`config.mk`:
```
export PLATFORM = sky130hd
export DESIGN_NAME = rx_addr_filter
export DESIGN_NICKNAME = d
export VERILOG_FILES = /design/src/rtl/rxf_pkg.sv /design/src/rtl/rxf_crc_hash.sv /design/src/rtl/rxf_classify.sv /design/src/rtl/rx_addr_filter.sv
export SDC_FILE = /design/constraint.sdc
export NUM_CORES = 1
export LEC_CHECK = 0
export BUFFER_PORTS_ARGS = -buffer_cell sky130_fd_sc_hd__buf_2
export CORE_MARGIN = 2
export CORE_UTILIZATION = 45
export DETAILED_ROUTE_END_ITERATION = 6
export GPL_ROUTABILITY_DRIVEN = 1
export HOLD_SLACK_MARGIN = 0.08
export PLACE_DENSITY = 0.77
export SLEW_MARGIN = 0
export SYNTH_ARGS = -nofsm -noshare
export SYNTH_HDL_FRONTEND = slang
export SYNTH_SLANG_ARGS = --single-unit
```
`constraint.sdc`:
```
create_clock -name clk -period 3.7 [get_ports clk]
set_input_delay 0.555 -clock clk [delete_from_list [all_inputs] [get_ports clk]]
set_output_delay 0.555 -clock clk [all_outputs]
set_load 0.01 [all_outputs]
```
`src/rtl/rxf_pkg.sv`:
```
package rxf_pkg;

    localparam int          CRC_W    = 32;
    localparam logic [31:0] CRC_POLY = 32'h04C11DB7;

    typedef enum logic [1:0] {
        CLS_UCAST = 2'b00,
        CLS_MCAST = 2'b01,
        CLS_BCAST = 2'b10,
        CLS_SHORT = 2'b11
    } rxf_class_e;

endpackage

```
`src/rtl/rxf_crc_hash.sv`:
```
module rxf_crc_hash
    import rxf_pkg::*;
(
    input  logic             clk,
    input  logic             rst_n,
    input  logic             restart,
    input  logic             en,
    input  logic [7:0]       din,
    output logic [CRC_W-1:0] crc_nxt
);

    logic [CRC_W-1:0] crc_d;
    logic [CRC_W-1:0] crc_q;

    // Serial shift over one byte per clock, least significant bit first.
    always_comb begin
        logic [CRC_W-1:0] acc;
        logic             fb;
        acc = restart ? '1 : crc_q;
        for (int i = 0; i < 8; i++) begin
            fb  = acc[CRC_W-1] ^ din[i];
            acc = {acc[CRC_W-2:0], 1'b0} ^ (fb ? CRC_POLY : '0);
        end
        crc_d = acc;
    end

    always_ff @(posedge clk or negedge rst_n) begin
        if (!rst_n)   crc_q <= '1;
        else if (en)  crc_q <= crc_d;
    end

    assign crc_nxt = crc_d;

    // an idle cycle keeps the running remainder
    a_r4_crc_holds_when_idle: assert property (@(posedge clk) disable iff (!rst_n)
        !en |=> crc_q == $past(crc_q));

endmodule

```
`src/rtl/rxf_classify.sv`:
```
module rxf_classify
    import rxf_pkg::*;
#(
    parameter int ADDR_BYTES  = 6,
    parameter int CFG_W       = 8,
    parameter int HASH_BITS   = 6,
    parameter int BIT_BCAST   = 2,
    parameter int BIT_MCAST   = 3,
    parameter int BIT_PROMISC = 4,
    localparam int ADDR_W     = 8 * ADDR_BYTES,
    localparam int TABLE_W    = 1 << HASH_BITS
) (
    input  logic [ADDR_W-1:0]  addr,
    input  logic [CRC_W-1:0]   crc,
    input  logic [CFG_W-1:0]   cfg,
    input  logic [ADDR_W-1:0]  station,
    input  logic [TABLE_W-1:0] table_bits,
    output logic               accept,
    output rxf_class_e         cls
);

    logic [HASH_BITS-1:0] hidx;
    logic                 is_bcast;
    logic                 is_mcast;
    logic                 own_hit;
    logic                 class_ok;

    always_comb begin
        hidx     = crc[CRC_W-1 -: HASH_BITS];
        is_bcast = &addr;
        is_mcast = addr[0] & ~is_bcast;
        own_hit  = (addr == station);
        if (is_bcast) begin
            cls      = CLS_BCAST;
            class_ok = cfg[BIT_BCAST];
        end else if (is_mcast) begin
            cls      = CLS_MCAST;
            class_ok = cfg[BIT_MCAST] & table_bits[hidx];
        end else begin
            cls      = CLS_UCAST;
            class_ok = own_hit;
        end
        accept = cfg[BIT_PROMISC] | class_ok;
    end

endmodule

```
`src/rtl/rx_addr_filter.sv`:
```
module rx_addr_filter
    import rxf_pkg::*;
#(
    parameter int ADDR_BYTES  = 6,
    parameter int CFG_W       = 8,
    parameter int HASH_BITS   = 6,
    parameter int BIT_BCAST   = 2,
    parameter int BIT_MCAST   = 3,
    parameter int BIT_PROMISC = 4,
    localparam int ADDR_W     = 8 * ADDR_BYTES,
    localparam int TABLE_W    = 1 << HASH_BITS,
    localparam int CNT_W      = $clog2(ADDR_BYTES + 1)
) (
    input  logic               clk,
    input  logic               rst_n,
    input  logic               byte_vld,
    input  logic               frame_start,
    input  logic               frame_last,
    input  logic [7:0]         byte_data,
    input  logic [CFG_W-1:0]   rx_cfg,
    input  logic [ADDR_W-1:0]  station_addr,
    input  logic [TABLE_W-1:0] mcast_table,
    output logic               dec_valid,
    output logic               dec_accept,
    output logic [1:0]         dec_class
);

    localparam logic [CNT_W-1:0] LAST_IDX = CNT_W'(ADDR_BYTES - 1);

    typedef struct packed {
        logic              open;
        logic [CNT_W-1:0]  cnt;
        logic [ADDR_W-1:0] addr;
        logic              valid;
        logic              accept;
        rxf_class_e        cls;
    } flt_state_t;

    flt_state_t        st_d, st_q;
    logic              take;
    logic [CNT_W-1:0]  idx;
    logic [ADDR_W-1:0] full_addr;
    logic [CRC_W-1:0]  crc_nxt;
    logic              cls_accept;
    rxf_class_e        cls_kind;

    assign take = byte_vld & (frame_start | st_q.open);
    assign idx  = frame_start ? '0 : st_q.cnt;

    rxf_crc_hash u_crc (
        .clk     (clk),
        .rst_n   (rst_n),
        .restart (frame_start),
        .en      (take),
        .din     (byte_data),
        .crc_nxt (crc_nxt)
    );

    rxf_classify #(
        .ADDR_BYTES  (ADDR_BYTES),
        .CFG_W       (CFG_W),
        .HASH_BITS   (HASH_BITS),
        .BIT_BCAST   (BIT_BCAST),
        .BIT_MCAST   (BIT_MCAST),
        .BIT_PROMISC (BIT_PROMISC)
    ) u_cls (
        .addr       (full_addr),
        .crc        (crc_nxt),
        .cfg        (rx_cfg),
        .station    (station_addr),
        .table_bits (mcast_table),
        .accept     (cls_accept),
        .cls        (cls_kind)
    );

    // Address with the byte on the wire merged in at its slot.
    always_comb begin
        full_addr = st_q.addr;
        for (int k = 0; k < ADDR_BYTES; k++) begin
            if (idx == CNT_W'(k)) full_addr[8*k +: 8] = byte_data;
        end
    end

    always_comb begin
        st_d = st_q;
        if (take) begin
            st_d.addr = full_addr;
            st_d.cnt  = idx + 1'b1;
            st_d.open = 1'b1;
            if (frame_start) st_d.valid = 1'b0;
            if (idx == LAST_IDX) begin
                st_d.valid  = 1'b1;
                st_d.accept = cls_accept;
                st_d.cls    = cls_kind;
                st_d.open   = 1'b0;
            end else if (frame_last) begin
                st_d.valid  = 1'b1;
                st_d.accept = 1'b0;
                st_d.cls    = CLS_SHORT;
                st_d.open   = 1'b0;
            end
        end
    end

    always_ff @(posedge clk or negedge rst_n) begin
        if (!rst_n) begin
            st_q <= '{open: 1'b0, cnt: '0, addr: '0, valid: 1'b0,
                      accept: 1'b0, cls: CLS_UCAST};
        end else begin
            st_q <= st_d;
        end
    end

    assign dec_valid  = st_q.valid;
    assign dec_accept = st_q.accept;
    assign dec_class  = st_q.cls;

    // the sixth address byte yields a verdict on the next clock
    a_r6_verdict_after_last_byte: assert property (@(posedge clk) disable iff (!rst_n)
        take && idx == LAST_IDX |=> dec_valid);

    // a new frame withdraws the previous verdict
    a_r8_start_clears_verdict: assert property (@(posedge clk) disable iff (!rst_n)
        byte_vld && frame_start && !frame_last |=> !dec_valid);

    // a verdict stays put until the next frame start
    a_r7_verdict_held: assert property (@(posedge clk) disable iff (!rst_n)
        dec_valid && !(byte_vld && frame_start)
        |=> dec_valid && $stable(dec_accept) && $stable(dec_class));

    // a short frame is never kept
    a_r9_short_rejected: assert property (@(posedge clk) disable iff (!rst_n)
        dec_valid && dec_class == CLS_SHORT |-> !dec_accept);

    // broadcast follows its own enable when not promiscuous
    a_r2_bcast_gate: assert property (@(posedge clk) disable iff (!rst_n)
        $rose(dec_valid) && dec_class == CLS_BCAST && !$past(rx_cfg[BIT_PROMISC])
        |-> dec_accept == $past(rx_cfg[BIT_BCAST]));

    // promiscuous keeps every full-length frame
    a_r1_promisc_keeps: assert property (@(posedge clk) disable iff (!rst_n)
        $rose(dec_valid) && dec_class != CLS_SHORT && $past(rx_cfg[BIT_PROMISC])
        |-> dec_accept);

endmodule

```
After elaboration in Yosys (flattened, before gate mapping). Cells that the tools add are included. Widths: inputs -> output; s select.

Output and inout port bits: 4. Word-level logic and storage cells: 70. Bits of input ports: 133. Register bits after elaboration: 88.

Muxes and demuxes: 27. Equality and inequality tests: 6. Bitwise logic cells: 22. Add/sub/neg operators: 1. Reduce and logical (&&, ||, !) cells: 6. Magnitude comparators: 1.

Operator list (count): $xor 32x32->32 (8); $mux 27 (8); $eq 48x48->1 (1); $mux 8 (6); $reduce_and 48->1 (1); $mux 32 (1); $mux 4 (2); $xor 1x1->1 (8); $lt 6x7->1 const B (1); $mux 1 (7); $bmux 1 s6 (1); $eq 3x2->1 const B (2); $eq 3x3->1 const B (2); $reduce_and 2->1 (2); $add 3x1->3 const B (1); $and 1x1->1 (3); $eq 3x1->1 const B (1); $logic_not 3->1 (1); $mux 3 (1); $reduce_bool 3->1 (1); $mux 2 (1); $or 1x1->1 (2); $reduce_bool 2->1 (1); $not 1->1 (1).

Longest topological paths before layout.
Depth after elaboration: 32. Mapped depth: 19. Mapped depth without buffers: 13.

Hierarchy. From an unflattened synthesis, not the netlist that was laid out.

Cells, all modules: 591. Area, all modules: 6646.4 µm².

Modules (own cells, without submodules): rx_addr_filter (seq. area each 1401.3 µm², times used 1, area an instance 2957.8 µm², cells an instance 228); rxf_crc_hash (seq. area each 840.8 µm², times used 1, area an instance 2369.8 µm², cells an instance 211); rxf_classify (seq. area each 0.0 µm², times used 1, area an instance 1318.8 µm², cells an instance 152).

Least setup slack after synthesis. Ideal clock, no wire load.

Path kind: in2reg. Start: in frame_start. End: reg st_q, in the netlist dec_accept. Data required time: 3.599 ns. Data arrival time: 3.866 ns. Stages on the path: 19. Path buffers: 6. Setup time: 0.101 ns. Path slack: -0.267 ns. Path through: buf_4 -> buf_4 -> clkbuf_1 -> buf_1 -> clkbuf_1 -> nand2b_1 -> inv_1 -> ha_1 -> ha_1 -> buf_1 -> mux2i_1 -> xnor2_1 -> nor4_1 -> nand3_1 -> nor3_1 -> nand4_1 -> nor3_1 -> o31ai_1 -> o311ai_2.

Cells in the longest elaborated chain, start to end: 20. Elaborated cells between the ends (all ways): 53. Those cells by class: 6 x eq/ne; 21 x mux; 22 x bitwise; 4 x reduce/logical.

RTL lines: from (decl) (line rx_addr_filter.sv:17) `input logic frame_start,`; $mux 32 (line rxf_crc_hash.sv:19) `acc = restart ? '1 : crc_q;`; $xor 32x32->32 / $xor 1x1->1 (equally long branches) (line rxf_crc_hash.sv:22, rxf_crc_hash.sv:21); $xor 1x1->1 / $mux 27 (equally long branches) (line rxf_crc_hash.sv:21, rxf_crc_hash.sv:22); $mux 27 / $xor 32x32->32 (equally long branches) (line rxf_crc_hash.sv:22) `acc = {acc[CRC_W-2:0], 1'b0} ^ (fb ? CRC_POLY : '0);`; $xor 32x32->32 (5 in a row) (line rxf_crc_hash.sv:22); $xor 32x32->32 / $xor 1x1->1 (equally long branches) (line rxf_crc_hash.sv:22, rxf_crc_hash.sv:21); $xor 1x1->1 / $mux 27 (equally long branches) (line rxf_crc_hash.sv:21, rxf_crc_hash.sv:22); $mux 27 / $xor 32x32->32 (equally long branches) (line rxf_crc_hash.sv:22); $xor 32x32->32 (line rxf_crc_hash.sv:22); $bmux 1 s6 (line rxf_classify.sv:38) `class_ok = cfg[BIT_MCAST] & table_bits[hidx];`; $mux 1 (not written as such) (line rxf_classify.sv:38); $and 1x1->1 (line rxf_classify.sv:38); $mux 1 (line rxf_classify.sv:36) `end else if (is_mcast) begin`; $mux 1 (line rxf_classify.sv:33) `if (is_bcast) begin`; $or 1x1->1 (line rxf_classify.sv:43) `accept = cfg[BIT_PROMISC] | class_ok;`; $mux 4 (line rx_addr_filter.sv:91) `if (idx == LAST_IDX) begin`; to (signal assigned) (line rx_addr_filter.sv:107) `st_q <= '{open: 1'b0, cnt: '0, addr: '0, valid: 1'b0,`; to (signal assigned) (line rx_addr_filter.sv:110) `st_q <= st_d;`; to (decl) (line rx_addr_filter.sv:39) `flt_state_t st_d, st_q;`.

Parallel ways exist; a longest one is shown, timed or not. The select of a mux whose other input is x is not followed. A chain may end at the register's enable or synchronous reset.

Final worst setup path.
Start: reg u_crc.crc_q[28]. End: reg st_q, in the netlist dec_accept.

Cells in the longest elaborated chain, start to end: 18.

RTL lines: from (decl) (line rxf_crc_hash.sv:13) `logic [CRC_W-1:0] crc_q;`; from (signal assigned) (line rxf_crc_hash.sv:29) `else if (en) crc_q <= crc_d;`; $mux 32 (line rxf_crc_hash.sv:19); $xor 32x32->32 (3 in a row) (line rxf_crc_hash.sv:22); $xor 1x1->1 (line rxf_crc_hash.sv:21) `fb = acc[CRC_W-1] ^ din[i];`; $mux 27 (line rxf_crc_hash.sv:22); $xor 32x32->32 (5 in a row) (line rxf_crc_hash.sv:22); $bmux 1 s6 (line rxf_classify.sv:38); $mux 1 (not written as such) (line rxf_classify.sv:38); $and 1x1->1 (line rxf_classify.sv:38); $mux 1 (line rxf_classify.sv:36); $mux 1 (line rxf_classify.sv:33); $or 1x1->1 (line rxf_classify.sv:43); $mux 4 (line rx_addr_filter.sv:91).

Every way passes these cells. The select of a mux whose other input is x is not followed.

==> flow_metrics.env <==
export IMPL_status="finished clean"
export IMPL_synth_top_area_cell="dfrtp_1"
export IMPL_fmax_mhz=296.3
export IMPL_dpl_cell_area_um2=7515
export IMPL_regArea_um2=2242
export IMPL_syn_cell_area_um2=6589
export IMPL_start_util=0.4568
export IMPL_cts_buffer_depth=2
export IMPL_cp_data_required_time_ns=3.91
export IMPL_cts_tree="yes"
export IMPL_clockRootBuffer="clkbuf_16"
export IMPL_cts_buffers=9
export IMPL_crit_chain="buf_4 > xnor2_1 > mux2_2 > xnor2_1 > xnor2_1 > mux4_1 > nor3_1 > a211oi_1 > o21ai_1 > o311ai_2"
export IMPL_ctsHoldBuffers=0
export IMPL_hold_violations=0
export IMPL_powerDensity_nw_per_um2=836.4
export IMPL_clkSinkCount=88
export IMPL_htreeDepth=3
export IMPL_clk_pin_slew_ns=0.06
export IMPL_cp_start_kind="register"
export IMPL_seqPwrFrac=0.275
export IMPL_rows=44
export IMPL_layout_setup_ws_ns=0.3256
export IMPL_io_pins=137
export IMPL_vias=5469
export IMPL_place_gp_congestion=0.9210
export IMPL_die_h_um=125.0
export IMPL_finClkSkew_ns=0.007929
export IMPL_critical_path_class="register to register"
export IMPL_grt_pass1_wl_um=28370
export IMPL_synthTopCellsByArea="dfrtp_1, xnor2_1, dfstp_2, mux2i_1, mux2_2"
export IMPL_p_comb_frac=0.582
export IMPL_fin_crit_sh=0.9120
export IMPL_core_area_um2=14420
export IMPL_cts_resized=0
export IMPL_nFillCells=1294
export IMPL_post_place_ws_ns=0.1178
export IMPL_grt_setup_unrepaired="no"
export IMPL_utilization=0.5429
export IMPL_p_sw_mw=2.607
export IMPL_cap_violations=0
export IMPL_finish_instance_area_um2=7830
export IMPL_setup_viol=0
export IMPL_ys_seq_area_frac=0.3403
export IMPL_fin_crit_ns=3.374
export IMPL_clkPwrFrac=0.143
export IMPL_synth_common_cells="xnor2_1, nand2_1, mux2i_1"
export IMPL_dp_cells=963
export IMPL_cpMostUsedCell="xnor2_1"
export IMPL_antenna_cells=0
export IMPL_place_hpwl_um=13190
export IMPL_drcViolationCount=0
export IMPL_synth_top_area_share=0.2127
export IMPL_yosysWarningCount=0
export IMPL_ir_drop_mv=0.2936
export IMPL_gr_usage_all_layers=0.2279
export IMPL_p_sw_frac=0.3981
export IMPL_hp_class="input port to async pin"
export IMPL_hold_slack_ns=0.3617
export IMPL_nets=928
export IMPL_synthCells=658
export IMPL_overflow=0
export IMPL_portBuffers=131
export IMPL_drtIter0Drc=313
export IMPL_synth_edff_count=0
export IMPL_cts_setup_buffers=0
export IMPL_syn_nets=796
export IMPL_setup_tns_ns=0
export IMPL_finalMaxSlewViolations=0
export IMPL_grt_max_degree=77
export IMPL_multiInputGateArea_um2=4105
export IMPL_routedWlPerCell_um=18.10
export IMPL_first_global_vias=5617
export IMPL_drive_gt1_frac=0.3421
export IMPL_antenna_found_initial=0
export IMPL_synth_most_common_cell="xnor2_1"
export IMPL_dieArea_um2=15630
export IMPL_stdcell_count=979
export IMPL_clock_latency_ns=0.35
export IMPL_synth_distinct_cells=54
export IMPL_viasPerCell=5.586
export IMPL_cp_end_kind="register"
export IMPL_area_growth_pct=18.84
export IMPL_drt_wl_total_um=17720
export IMPL_tightestPinTransition_ns=1.065
export IMPL_synth_main_ff_cell="dfrtp_1"
export IMPL_p_int_mw=3.942
export IMPL_crit_arrival_ns=3.58
export IMPL_cpMaxStageDelayCell="xnor2_1"
export IMPL_syn_area_per_cell_um2=10.01
export IMPL_critPathMaxFanout=11
export IMPL_max_stage_delay_ns=0.84
export IMPL_p_total_mw=6.549
export IMPL_ys_ff_latch=88
export IMPL_ant_nets=0
export IMPL_slew_headroom=0.2852
export IMPL_leakagePower_nw=3.491
export IMPL_drt_pass1_iter_count=5
export IMPL_async_flop_share=1.000
export IMPL_die_w_um=125.0
-- cell families after synthesis --
logic type                 count (synthesis)  share of synthesized area
and+or+nand+nor                          178                     0.1221
xor gates and xnor gates                 141                     0.1971
muxes                                    118                     0.2176
DFF                                       88                     0.3403
AOI/OAI and AO/OA                         79                    0.07330
buffers and inverters                     49                    0.04007
adders and majority gates                  5                   0.009495
-- registers in the layout, indices dropped and copies added, names as in the netlist --
name and flops:
st_q 52, u_crc.crc_q 32, dec_class 2, dec_accept 1, dec_valid 1
-- power groups by stage --
stage / Clock (mW) / Combinational (mW) / Sequential, mW
6_report: 0.939 / 3.81 / 1.80
5_1_grt: 0.999 / 4.16 / 1.85
4_1_cts: 0.956 / 3.79 / 1.79
3_5_place_dp: 0 / 3.76 / 1.80
3_3_place_gp: 0 / 3.69 / 1.78
2_1_floorplan: 0 / 3.00 / 1.70
-- cells in the final DEF (no fill, tap or decap), types with 2 or more instances in the layout --
cell type     n
clkbuf_16     9
nor2_1       51
a211oi_1      3
a21oi_1       8
xnor2_2       3
nand4b_1      2
mux2i_1      60
dfrtp_1      56
mux2_2       45
dfstp_2      32
mux4_1       11
xnor2_1     113
ha_1          5
inv_6         2
nand2_1      69
buf_4        35
and2_1        2
nor2b_1       4
and3_1        5
buf_2       130
nand3_1      12
xor2_2        2
a21o_1        2
a32oi_1       2
o21ai_0      43
inv_1         4
nor4_1       12
nand2b_1      4
xnor2_4       2
o2111ai_1     3
clkinvlp_4    3
o21a_1        4
xor2_1       21
a31oi_1       2
nand4_1       9
nor3_1        5
-- layer usage --
layer | vias to the layer above | GRT usage | routed length (um)
li1 | 2544 | - | -
met1 | 2641 | 0.2900 | 7395
met2 | 231 | 0.3721 | 8270
met3 | 53 | 0.03979 | 1301
met4 | 0 | 0.1203 | 749
met5 | - | 0 | 0
-- worst paths after layout --
kind,start,endpoint,slack (ns),depth (start not counted)
max in group asynchronous,rst_n,u_crc.crc_q[31],2.55,2
worst max register to register,u_crc.crc_q[28],dec_accept,0.33,10
min in group clk,dec_valid,dec_valid,0.48,1
worst min-delay path,rst_n,dec_class[0],0.36,1
worst min register to register,dec_valid,dec_valid,0.48,1
worst max-delay path,u_crc.crc_q[28],dec_accept,0.33,10
-- layout make-up --
class,count,share of cell area
timing repair buffer,166,0.1192
clock inverter,7,0.01007
clock buffer,9,0.02876
sequential,88,0.2864
inverter,4,0.001918
tap,184,0.02940
multi-input combinational,521,0.5243
-- worst max-delay path, delay by kind of cell, from the launching register on --
kind,cells,cell delay [ns]
XOR/XNOR,3,1.12
multiplexers,2,0.78
flip-flops,1,0.56
AO/OA/AOI/OAI,3,0.48
buffers and inverters,1,0.16
AND/OR/NAND/NOR,1,0.14
(Power assumes the default switching activity.)
